$ cat src/rtl/minifloat_pkg.sv
package minifloat_pkg;

   // Operand or result class carried between the stages.
   typedef enum logic [1:0] {
      MF_ZERO = 2'd0,
      MF_FIN  = 2'd1,
      MF_INF  = 2'd2,
      MF_NAN  = 2'd3
   } mf_kind_e;

   // Extra bits below the significand: guard, round, sticky.
   localparam int GRS_W = 3;

endpackage

$ cat src/rtl/mf_unpack.sv
module mf_unpack
   import minifloat_pkg::*;
#(
   parameter int EXP_W  = 3,
   parameter int FRAC_W = 4
) (
   input  logic [EXP_W+FRAC_W:0] word,
   output logic                  sign,
   output logic [EXP_W-1:0]      expo,
   output logic [FRAC_W:0]       sig,
   output mf_kind_e              kind
);

   localparam logic [EXP_W-1:0] EXP_TOP = '1;

   logic [FRAC_W-1:0] frac;

   always_comb begin
      sign = word[EXP_W+FRAC_W];
      expo = word[EXP_W+FRAC_W-1:FRAC_W];
      frac = word[FRAC_W-1:0];
      if (expo == '0) begin
         // subnormals are read as zero
         kind = MF_ZERO;
         sig  = '0;
      end else if (expo == EXP_TOP) begin
         kind = (frac == '0) ? MF_INF : MF_NAN;
         sig  = '0;
      end else begin
         kind = MF_FIN;
         sig  = {1'b1, frac};
      end
   end

endmodule

$ cat src/rtl/mf_align_add.sv
module mf_align_add
   import minifloat_pkg::*;
#(
   parameter int EXP_W  = 3,
   parameter int FRAC_W = 4
) (
   input  logic                    clk,
   input  logic                    rst_n,
   input  logic                    in_vld,
   input  logic                    a_sign,
   input  logic [EXP_W-1:0]        a_exp,
   input  logic [FRAC_W:0]         a_sig,
   input  mf_kind_e                a_kind,
   input  logic                    b_sign,
   input  logic [EXP_W-1:0]        b_exp,
   input  logic [FRAC_W:0]         b_sig,
   input  mf_kind_e                b_kind,
   output logic                    s1_vld,
   output mf_kind_e                s1_kind,
   output logic                    s1_sign,
   output logic [EXP_W-1:0]        s1_exp,
   output logic [FRAC_W+GRS_W+1:0] s1_sum
);

   localparam int SW = FRAC_W + 1;
   localparam int AW = SW + GRS_W;

   logic             a_big;
   logic             big_sign;
   logic [EXP_W-1:0] big_exp, small_exp, diff;
   logic [AW-1:0]    big_ext, small_ext, shifted, aligned, low_mask;
   logic             sticky, op_sub;
   logic [AW:0]      sum_w;
   mf_kind_e         kind_w;
   logic             sign_w;

   // Order by magnitude so that a subtraction never wraps.
   assign a_big     = {a_exp, a_sig} >= {b_exp, b_sig};
   assign big_exp   = a_big ? a_exp : b_exp;
   assign small_exp = a_big ? b_exp : a_exp;
   assign big_sign  = a_big ? a_sign : b_sign;
   assign big_ext   = {(a_big ? a_sig : b_sig), {GRS_W{1'b0}}};
   assign small_ext = {(a_big ? b_sig : a_sig), {GRS_W{1'b0}}};
   assign diff      = big_exp - small_exp;

   // Mask of the bit positions that the alignment shift drops.
   for (genvar i = 0; i < AW; i++) begin : g_mask
      assign low_mask[i] = int'(diff) > i;
   end

   assign sticky  = |(small_ext & low_mask);
   assign shifted = small_ext >> diff;
   assign aligned = {shifted[AW-1:1], shifted[0] | sticky};
   assign op_sub  = a_sign ^ b_sign;
   assign sum_w   = op_sub ? ({1'b0, big_ext} - {1'b0, aligned})
                           : ({1'b0, big_ext} + {1'b0, aligned});

   always_comb begin
      kind_w = MF_FIN;
      sign_w = big_sign;
      if (a_kind == MF_NAN || b_kind == MF_NAN ||
          (a_kind == MF_INF && b_kind == MF_INF && op_sub)) begin
         kind_w = MF_NAN;
      end else if (a_kind == MF_INF) begin
         kind_w = MF_INF;
         sign_w = a_sign;
      end else if (b_kind == MF_INF) begin
         kind_w = MF_INF;
         sign_w = b_sign;
      end else if (sum_w == '0 && op_sub) begin
         sign_w = 1'b0;
      end
   end

   always_ff @(posedge clk) begin
      if (!rst_n) begin
         s1_vld  <= 1'b0;
         s1_kind <= MF_ZERO;
         s1_sign <= 1'b0;
         s1_exp  <= '0;
         s1_sum  <= '0;
      end else begin
         s1_vld <= in_vld;
         if (in_vld) begin
            s1_kind <= kind_w;
            s1_sign <= sign_w;
            s1_exp  <= big_exp;
            s1_sum  <= sum_w;
         end
      end
   end


   no_borrow_chk: assert property (@(posedge clk) disable iff (!rst_n)
      (in_vld && a_kind == MF_FIN && b_kind == MF_FIN && op_sub) |-> !sum_w[AW]);

endmodule

$ cat src/rtl/mf_norm_round.sv
module mf_norm_round
   import minifloat_pkg::*;
#(
   parameter int EXP_W  = 3,
   parameter int FRAC_W = 4
) (
   input  logic                    clk,
   input  logic                    rst_n,
   input  logic                    s1_vld,
   input  mf_kind_e                s1_kind,
   input  logic                    s1_sign,
   input  logic [EXP_W-1:0]        s1_exp,
   input  logic [FRAC_W+GRS_W+1:0] s1_sum,
   output logic                    out_vld,
   output logic [EXP_W+FRAC_W:0]   out_word
);

   localparam int SW    = FRAC_W + 1;
   localparam int AW    = SW + GRS_W;
   localparam int W     = 1 + EXP_W + FRAC_W;
   localparam int LZW   = $clog2(AW + 1);
   localparam int EW    = ((EXP_W > LZW) ? EXP_W : LZW) + 2;
   localparam int EMAX  = (1 << EXP_W) - 1;
   localparam logic [W-1:0] QNAN = {1'b0, {EXP_W{1'b1}}, 1'b1, {(FRAC_W-1){1'b0}}};

   logic [LZW-1:0]       lz;
   logic [AW-1:0]        norm;
   logic signed [EW-1:0] e_n, e_f;
   logic [SW-1:0]        sig_pre, sig_f;
   logic [SW:0]          sig_r;
   logic                 g_bit, rs_bit, rnd_up;
   logic [W-1:0]         res;

   // Leading-zero count of the sum below its carry bit.
   always_comb begin
      lz = LZW'(AW);
      for (int i = 0; i < AW; i++) begin
         if (s1_sum[i]) lz = LZW'(AW - 1 - i);
      end
   end

   always_comb begin
      if (s1_sum[AW]) begin
         norm = {s1_sum[AW:2], |s1_sum[1:0]};
         e_n  = $signed(EW'({1'b0, s1_exp})) + $signed(EW'(1));
      end else begin
         norm = s1_sum[AW-1:0] << lz;
         e_n  = $signed(EW'({1'b0, s1_exp})) - $signed(EW'({1'b0, lz}));
      end
   end

   assign sig_pre = norm[AW-1:GRS_W];
   assign g_bit   = norm[GRS_W-1];
   assign rs_bit  = |norm[GRS_W-2:0];
   assign rnd_up  = g_bit & (rs_bit | sig_pre[0]);
   assign sig_r   = {1'b0, sig_pre} + (SW+1)'(rnd_up);

   always_comb begin
      if (sig_r[SW]) begin
         sig_f = sig_r[SW:1];
         e_f   = e_n + $signed(EW'(1));
      end else begin
         sig_f = sig_r[SW-1:0];
         e_f   = e_n;
      end
   end

   always_comb begin
      if (s1_kind == MF_NAN) begin
         res = QNAN;
      end else if (s1_kind == MF_INF) begin
         res = {s1_sign, {EXP_W{1'b1}}, {FRAC_W{1'b0}}};
      end else if (s1_sum == '0 || e_n < $signed(EW'(1))) begin
         res = {s1_sign, {(W-1){1'b0}}};
      end else if (e_f >= $signed(EW'(EMAX))) begin
         res = {s1_sign, {EXP_W{1'b1}}, {FRAC_W{1'b0}}};
      end else begin
         res = {s1_sign, e_f[EXP_W-1:0], sig_f[FRAC_W-1:0]};
      end
   end

   always_ff @(posedge clk) begin
      if (!rst_n) begin
         out_vld  <= 1'b0;
         out_word <= '0;
      end else begin
         out_vld <= s1_vld;
         if (s1_vld) out_word <= res;
      end
   end


   norm_lead_chk: assert property (@(posedge clk) disable iff (!rst_n)
      (s1_vld && s1_kind == MF_FIN && s1_sum != '0) |-> norm[AW-1]);


   zero_flush_chk: assert property (@(posedge clk) disable iff (!rst_n)
      (out_vld && out_word[W-2:FRAC_W] == '0) |-> (out_word[FRAC_W-1:0] == '0));

endmodule

$ cat src/rtl/minifloat_adder.sv
module minifloat_adder
   import minifloat_pkg::*;
#(
   parameter int EXP_W  = 3,
   parameter int FRAC_W = 4
) (
   input  logic                  clk,
   input  logic                  rst_n,
   input  logic                  in_vld,
   input  logic [EXP_W+FRAC_W:0] in_a,
   input  logic [EXP_W+FRAC_W:0] in_b,
   output logic                  out_vld,
   output logic [EXP_W+FRAC_W:0] out_sum
);

   localparam int W  = 1 + EXP_W + FRAC_W;
   localparam int SW = FRAC_W + 1;
   localparam int AW = SW + GRS_W;
   localparam logic [W-1:0] QNAN = {1'b0, {EXP_W{1'b1}}, 1'b1, {(FRAC_W-1){1'b0}}};

   if (EXP_W < 2) begin : g_bad_exp
      $error("minifloat_adder: EXP_W must be at least 2");
   end
   if (FRAC_W < 2) begin : g_bad_frac
      $error("minifloat_adder: FRAC_W must be at least 2");
   end

   logic [W-1:0]       ops    [2];
   logic               op_sgn [2];
   logic [EXP_W-1:0]   op_exp [2];
   logic [SW-1:0]      op_sig [2];
   mf_kind_e           op_knd [2];

   assign ops[0] = in_a;
   assign ops[1] = in_b;

   for (genvar k = 0; k < 2; k++) begin : g_dec
      mf_unpack #(.EXP_W(EXP_W), .FRAC_W(FRAC_W)) u_dec (
         .word (ops[k]),
         .sign (op_sgn[k]),
         .expo (op_exp[k]),
         .sig  (op_sig[k]),
         .kind (op_knd[k])
      );
   end

   logic             s1_vld;
   mf_kind_e         s1_kind;
   logic             s1_sign;
   logic [EXP_W-1:0] s1_exp;
   logic [AW:0]      s1_sum;

   mf_align_add #(.EXP_W(EXP_W), .FRAC_W(FRAC_W)) u_stage1 (
      .clk     (clk),
      .rst_n   (rst_n),
      .in_vld  (in_vld),
      .a_sign  (op_sgn[0]),
      .a_exp   (op_exp[0]),
      .a_sig   (op_sig[0]),
      .a_kind  (op_knd[0]),
      .b_sign  (op_sgn[1]),
      .b_exp   (op_exp[1]),
      .b_sig   (op_sig[1]),
      .b_kind  (op_knd[1]),
      .s1_vld  (s1_vld),
      .s1_kind (s1_kind),
      .s1_sign (s1_sign),
      .s1_exp  (s1_exp),
      .s1_sum  (s1_sum)
   );

   mf_norm_round #(.EXP_W(EXP_W), .FRAC_W(FRAC_W)) u_stage2 (
      .clk      (clk),
      .rst_n    (rst_n),
      .s1_vld   (s1_vld),
      .s1_kind  (s1_kind),
      .s1_sign  (s1_sign),
      .s1_exp   (s1_exp),
      .s1_sum   (s1_sum),
      .out_vld  (out_vld),
      .out_word (out_sum)
   );


   latency_chk: assert property (@(posedge clk) disable iff (!rst_n)
      in_vld |-> ##2 out_vld);


   idle_chk: assert property (@(posedge clk) disable iff (!rst_n)
      !in_vld |-> ##2 !out_vld);


   nan_out_chk: assert property (@(posedge clk) disable iff (!rst_n)
      (in_vld && in_a[W-2:FRAC_W] == '1 && in_a[FRAC_W-1:0] != '0)
      |-> ##2 (out_sum == QNAN));


   inf_pass_chk: assert property (@(posedge clk) disable iff (!rst_n)
      (in_vld && in_a[W-2:0] == {{EXP_W{1'b1}}, {FRAC_W{1'b0}}} && in_b[W-2:FRAC_W] != '1)
      |-> ##2 (out_sum == $past(in_a, 2)));


   cancel_chk: assert property (@(posedge clk) disable iff (!rst_n)
      (in_vld && in_a == {~in_b[W-1], in_b[W-2:0]} && in_a[W-2:FRAC_W] != '0
       && in_a[W-2:FRAC_W] != '1)
      |-> ##2 (out_sum == '0));

endmodule

$ cat config.mk
export PLATFORM = sky130hd
export DESIGN_NAME = minifloat_adder
export DESIGN_NICKNAME = d
export VERILOG_FILES = /design/src/rtl/minifloat_pkg.sv /design/src/rtl/mf_unpack.sv /design/src/rtl/mf_align_add.sv /design/src/rtl/mf_norm_round.sv /design/src/rtl/minifloat_adder.sv
export SDC_FILE = /design/constraint.sdc
export NUM_CORES = 1
export LEC_CHECK = 0
export ABC_AREA = 1
export BUFFER_PORTS_ARGS = -buffer_cell sky130_fd_sc_hd__buf_4
export CAP_MARGIN = 5
export CELL_PAD_IN_SITES_DETAIL_PLACEMENT = 0
export CELL_PAD_IN_SITES_GLOBAL_PLACEMENT = 1
export CORE_UTILIZATION = 44
export CTS_BUF_LIST = sky130_fd_sc_hd__clkbuf_4 sky130_fd_sc_hd__clkbuf_8
export DETAILED_ROUTE_END_ITERATION = 6
export PLACE_DENSITY = 0.85
export SETUP_SLACK_MARGIN = 0.15
export SYNTH_ARGS = -nofsm -noshare
export SYNTH_HDL_FRONTEND = slang
export SYNTH_SLANG_ARGS = --single-unit
export TNS_END_PERCENT = 50
$ cat constraint.sdc
create_clock -name clk -period 6.3 [get_ports clk]
set_input_delay 0.63 -clock clk [delete_from_list [all_inputs] [get_ports clk]]
set_output_delay 0.63 -clock clk [all_outputs]
set_load 0.02 [all_outputs]
==> results.md, run 1 <==
- Setup_tns: 0 ns
- Worst EP arrival: between 5 and 6 ns
- Status: complete, no violations
- DIE AREA: about 0.008 mm^2
- Crit path largest cell delay: 0.39 ns
- Placer congestion estimate: approximately 0.9
- CTS root buffer: clkbuf_8
- Core Region: approximately 0.0074 mm^2
- Sw frac: 53.9%
- Postcts setup bufs: 0
- Met3 Use GR: 0.931%
- Flop pwr share: 19.3%
- Relative slew slack: roughly three fifths
- Leak Pwr: roughly 2.0 nW
- Bufs and invs on worst path: 7
- Number of global-route vias before repair: approximately 3400
- Gr ovfl total: 0
- Hold Vio Cnt, Final: 0
- GRT busiest layer: met2
- IR drop worst, VDD: around 100 uV
- Grt met2 use: a little over two fifths
- All-Layer GR Usage: 22.1%
- Crit-path slowest cell: ha_1
- Final HPWL from detailed placement: 7.37 mm
- Detailed Routing Iterations Pass 1: 5
- Internal power: between 0.4 and 0.5 mW
- Most used cell, CP: nand2_1
- Leading cell type in the layout, fill and taps excluded: nand2_1
- Synth Warn #: 0
- Initial Utilization: about 46%
- Worst hold path class: register to register
- First-pass GRT wire length: around 15 mm
- Synth unique cells: 46
- Pwr per Cell Area: 274 mW/mm^2
- Cells after synthesis: 569
- Final Non-Filler Cells: ~690
- Share of cells above drive strength 1: 16.1%
- Io pins: 28
- Post-route ant nets: 0
- Ys flop type: dfxtp_1
- Worst-Margin Slew: just under 0.6 ns
- H-tree levels: 1
- Fin crit period: approximately 5.3 ns
- Post-synth EDFFs: 0
- Area Growth Syn to Fin: 9.18%
- Max Clk Rate: 188 MHz
- Mapped Nets: ~620
- Hold-fix buffers, CTS: 0
- Post-synth design cell area: between 0.003 and 0.004 mm^2
- Reg clk slew, reported paths: ~0.090 ns
- Clock Skew: between 0.007 and 0.008 ns
- Die height: ~90 um
- Vias per cell: 5.24
- Gate power share: a little under three quarters
- Commonest non-fill, non-tap cells in the layout: nand2_1 (157), inv_1 (84), nand3_1 (52)
- Post-route DRC: 0
- Num CTS Buffers: 3
- Sw power: approximately 0.55 mW
- Dpl cells: ~680
- Finished Core Util: 50.3%
- Number of nets in the layout: roughly 640
- Reg2reg setup slack: about 2.7 ns
- GR Util met1: a little over a quarter
- Tot Pwr: a little over 1 mW
- Post-route clock period utilization: between 80% and 90%
- DR WL/cell: between 10 and 15 um
- Worst Path Required: 6.46 ns
- Die Span X: 89.8 um
- Initial antenna violation count: 0
- Endpoints failing setup: 0
- PortBufs: 27
- Clock Path Buffers: 2
- Critical path class: input port to register
- Antenna cells: 0
- CP Launch Type: input port
- Post-synth ARST share: 0%
- Clk pwr share: under 10%
- Worst-Skew Late Latency: around 0.27 ns
- Post-Route WL: 8.74 mm
- CTS-repair resized insts: 0
- TritonCTS clock tree: built
- Yosys reg bits: 25
- Largest net degree at the start of global routing: 26
- Max cap viols: 0
- Slew Viols, Final: 0
- Routed vias: around 3600
- Row count: 31
- CP max FO: 25
- Synthesized area per cell: around 6.0 um^2
- CP Capture Type: register
- Sequential cell area fraction in the yosys report: between 10% and 20%
- RSZ-0062 raised after global routing: false
- Initial drt markers: between 100 and 150
- Clk sinks: 25
- Top delay family on crit path: simple AND/OR/NAND/NOR gates
[Yosys cell counts (5+ instances only)]
master / number / share of area, %
nand2_1: 157 / 17
inv_1: 84 / 9.3
nand3_1: 52 / 7.7
nor2_1: 38 / 4.2
a21oi_1: 31 / 4.6
o21ai_0: 30 / 4.4
ha_1: 27 / 10
dfxtp_1: 25 / 15
nand2_2: 17 / 3.1
nand4_1: 9 / 1.7
clkbuf_1: 8 / 0.88
inv_2: 8 / 0.88
a21oi_2: 7 / 1.8
o211ai_1: 7 / 1.5
o21ai_2: 6 / 1.5
or2_2: 6 / 1.1
nor2_2: 5 / 0.92
[routing by layer]
| layer | up-vias | routed length, um |
|---|---|---|
| li1 | 1890 | - |
| met1 | 1641 | 3910 |
| met2 | 64 | 4410 |
| met3 | 13 | 277 |
| met4 | 0 | 144 |
| met5 | - | 0 |
[sequential cells by signal, indices dropped and copies added, names as in the netlist]
register	count
u_stage1.s1_sum	9
u_stage2.out_word	8
u_stage1.s1_exp	3
u_stage1.s1_kind	2
u_stage1.s1_sign	1
u_stage1.s1_vld	1
u_stage2.out_vld	1
[power groups by stage]
| stage | clock (mW) | sequential [mW] | combinational (mW) |
|---|---|---|---|
| final | 0.0963 | 0.195 | 0.722 |
| after global routing | 0.107 | 0.198 | 0.822 |
| after CTS | 0.0995 | 0.195 | 0.720 |
| after detailed placement | 0 | 0.199 | 0.718 |
| after global placement | 0 | 0.199 | 0.710 |
| after floorplan | 0 | 0.199 | 0.568 |
[kinds of logic after synthesis]
| group | count (synthesis) | synth area share, % |
|---|---|---|
| simple gates | 301 | 40.9 |
| buf+inv | 105 | 12.3 |
| compound gates | 102 | 19.1 |
| fa+ha+maj | 29 | 11.1 |
| flops | 25 | 14.7 |
| xor+xnor | 6 | 1.55 |
| mux | 1 | 0.295 |
[path summary, 6_finish.rpt]
| path | startpoint | end | depth (start not counted) |
|---|---|---|---|
| min | u_stage2.out_word[7]$_SDFFE_PN0P_ | u_stage2.out_word[7]$_SDFFE_PN0P_ | 2 |
| min reg2reg | u_stage2.out_word[7]$_SDFFE_PN0P_ | u_stage2.out_word[7]$_SDFFE_PN0P_ | 2 |
| max | in_b[6] | u_stage1.s1_sign$_SDFFE_PN0P_ | 37 |
| max reg2reg | u_stage1.s1_sum[2]$_SDFFE_PN0P_ | u_stage2.out_word[1]$_SDFFE_PN0P_ | 20 |
[cell type report]
cell class | count | area [um^2]
clock buffers | 3 | 41.3
clock inverters | 1 | 7.51
fillers | 799 | 3660
inverters | 94 | 354
multi-input cells | 439 | 2470
flip-flops and latches | 25 | 500
well taps | 99 | 124
repair buffers | 27 | 203
[per-stage QoR]
step	area (um^2)	worst slack, ns	hold slack [ns]
3_3_place_gp	3660	0.844	0.463
2_1_floorplan	3390	1.37	0.453
4_1_cts	3700	1.02	0.481
6_report	3700	0.975	0.475
3_5_place_dp	3660	0.758	0.466
5_1_grt	3700	0.331	0.516
[worst register-to-register path: cells and delay by family, from the launching register on]
kind                     cells  cell delay, ns
flip-flops                   1            0.48
AND/OR/NAND/NOR             11            1.33
XOR/XNOR                     1            0.19
buffers and inverters        2            0.13
adder cells (fa/ha/maj)      2            0.56
AO/OA/AOI/OAI                4            0.75
Note: power is estimated with default switching activity, not from simulation.
==> inputs of run 2 (changes only) <==
==> constraint.sdc (replaced) <==
create_clock -name clk -period 5.4 [get_ports clk]
set_input_delay 0.54 -clock clk [delete_from_list [all_inputs] [get_ports clk]]
set_output_delay 0.54 -clock clk [all_outputs]
set_load 0.02 [all_outputs]
==> run 2 against run 1 <==
Against the previous run:
- power rose by 18%
- sequential power increased by 17%
- flip-flop and latch count did not move
- critical endpoint unchanged
- largest cell class unchanged
- critical path type unchanged
- sequential share of layout area decreased by 0.20 points
- clock skew rose by 0.0034 ns
- register-to-register slack got worse by 0.88 ns
- critical path depth increased by 1
- highest routed layer unchanged
- first-iteration DRC count up 33%
- die area is the same
- worst setup slack got worse by 0.20 ns
==> results.md, run 2 (synthesis gave the netlist of run 1 again) <==
- Max cap viols: 0
- Clock Skew: roughly 0.011 ns
- Leak Pwr: between 2 and 2.5 nW
- Post-route clock period utilization: 85.7%
- Post-route DRC: 0
- R2R Path End: u_stage2.out_word[1]$_SDFFE_PN0P_
- CP Launch Type: input port
- Crit path largest cell delay: roughly 0.29 ns
- Initial Utilization: ~46%
- All-Layer GR Usage: between 20% and 30%
- Hold path cells: 2
- Dpl cells: 687
- Worst EP arrival: 4.80 ns
- Max FFs per register: 9
- Hold Vio Cnt, Final: 0
- Reg2Reg Depth: 18
- Number of global-route vias before repair: 3355
- Core Region: between 0.007 and 0.008 mm^2
- Hold-fix buffers, CTS: 0
- H-tree levels: 1
- Critical path class: input port to register
- Multi-input gate area: roughly 0.0025 mm^2
- Clk sinks: 25
- CP Capture Type: register
- Share of cells above drive strength 1: 17.6%
- Most used cell, CP: nand2_1
- Vias per cell: a little over 5
- Regs by FF count: u_stage1.s1_sum: 9 flops, u_stage2.out_word: 8 flops, u_stage1.s1_exp: 3 flops
- Initial drt markers: around 170
- Hold WS: 0.474 ns
- PortBufs: 27
- Filler Cells Inserted: just over 800
- Post-Route WL: about 9 mm
- Post-route ant nets: 0
- Row count: 31
- Slew Viols, Final: 0
- Final HPWL from detailed placement: 7.41 mm
- Setup_tns: 0 ns
- TritonCTS clock tree: built
- Worst-Skew Late Latency: ~0.28 ns
- Largest Register: u_stage1.s1_sum
- Finished Core Util: slightly above 50%
- Worst-Margin Slew: 0.688 ns
- Commonest non-fill, non-tap cells in the layout: nand2_1 (157), inv_1 (84), nand3_1 (51)
- Die Span X: between 80 and 90 um
- First-pass GRT wire length: about 15 mm
- Postcts setup bufs: 0
- Relative slew slack: ~54%
- Num CTS Buffers: 3
- Final Non-Filler Cells: 691
- Clock Path Buffers: 2
- Register area: between 500 and 600 um^2
- Fin crit period: 4.63 ns
- Leading cell type in the layout, fill and taps excluded: nand2_1
- IR drop worst, VDD: 122 uV
- Reg2reg setup slack: roughly 1.9 ns
- CP max FO: 8
- Pwr per Cell Area: between 300 and 400 mW/mm^2
- CTS root buffer: clkbuf_8
- Crit-path slowest cell: or2_2
- Status: complete, no violations
- Antenna cells: 0
- Io pins: 28
- Number of nets in the layout: 641
- Reg clk slew, reported paths: about 0.090 ns
- Routed vias: between 3000 and 4000
- Die height: approximately 90 um
- Hold EP: u_stage2.out_word[7]$_SDFFE_PN0P_
- Largest net degree at the start of global routing: 24
- DIE AREA: ~0.008 mm^2
- Max Clk Rate: roughly 220 MHz
- Endpoints failing setup: 0
- Initial antenna violation count: 0
- Gr ovfl total: 0
- Area Growth Syn to Fin: 10.8%
- Detailed Routing Iterations Pass 1: 5
- Hold_sp: u_stage2.out_word[7]$_SDFFE_PN0P_
- Placer congestion estimate: approximately 0.95
- Crit Reg-Reg Startpoint: u_stage1.s1_sum[2]$_SDFFE_PN0P_
- Worst hold path class: register to register
- DR WL/cell: 12.8 um
- Worst Path Required: 5.58 ns
- RSZ-0062 raised after global routing: false
run 2: layout make-up:
cell class	count	area share [%]
repair buffers	30	5.99
multi-input cells	439	66.7
flip-flops and latches	25	13.3
clock buffers	3	1.10
well taps	99	3.29
clock inverters	1	0.200
inverters	94	9.41
run 2: worst max-delay path: cells and delay by family:
kind	cells	cell delay, ns
compound gates	4	0.50
buf+inv	5	0.57
simple gates	26	2.41
fa+ha+maj	3	0.79
run 2: timing repair:
item / 4_1_cts / 5_1_grt
endpoints found under the hold margin: 0 / 0
gates resized for setup: 0 / 8
setup endpoints to repair: 0 / 3
run 2: stage by stage:
| step | setup slack [ns] | cell area (um^2) | power [mW] |
|---|---|---|---|
| global placement | 0.230 | 3680 | 1.06 |
| finish | 0.773 | 3760 | 1.20 |
| global route | 0.165 | 3760 | 1.33 |
| floorplan | 0.555 | 3390 | 0.895 |
| CTS | 0.356 | 3730 | 1.19 |
| detailed placement | 0.0879 | 3680 | 1.07 |
run 2: report_power, final:
group / internal, mW / switching [mW] / total [mW]
clock: 0.0524 / 0.0626 / 0.115
sequential: 0.205 / 0.0232 / 0.228
combinational: 0.295 / 0.557 / 0.852
run 2: how the worst max path moves through the flow:
stage                       start                            end  slack, ns
after CTS                 in_b[6]  u_stage1.s1_sign$_SDFFE_PN0P_       0.36
final                     in_b[5]  u_stage1.s1_sign$_SDFFE_PN0P_       0.77
after detailed placement  in_b[6]  u_stage1.s1_sign$_SDFFE_PN0P_       0.09
after global placement    in_b[6]  u_stage1.s1_sign$_SDFFE_PN0P_       0.23
after floorplan           in_b[6]  u_stage1.s1_sign$_SDFFE_PN0P_       0.56
after global routing      in_b[6]  u_stage1.s1_sign$_SDFFE_PN0P_       0.17
run 2: routing by layer:
metal  GRT usage, %  wire length (um)  up-vias
met5              0                 0        -
met4           7.92               189        0
met3          0.846               108       11
met2           41.6              4350       42
met1           27.8              4190     1613
li1               -                 -     1890
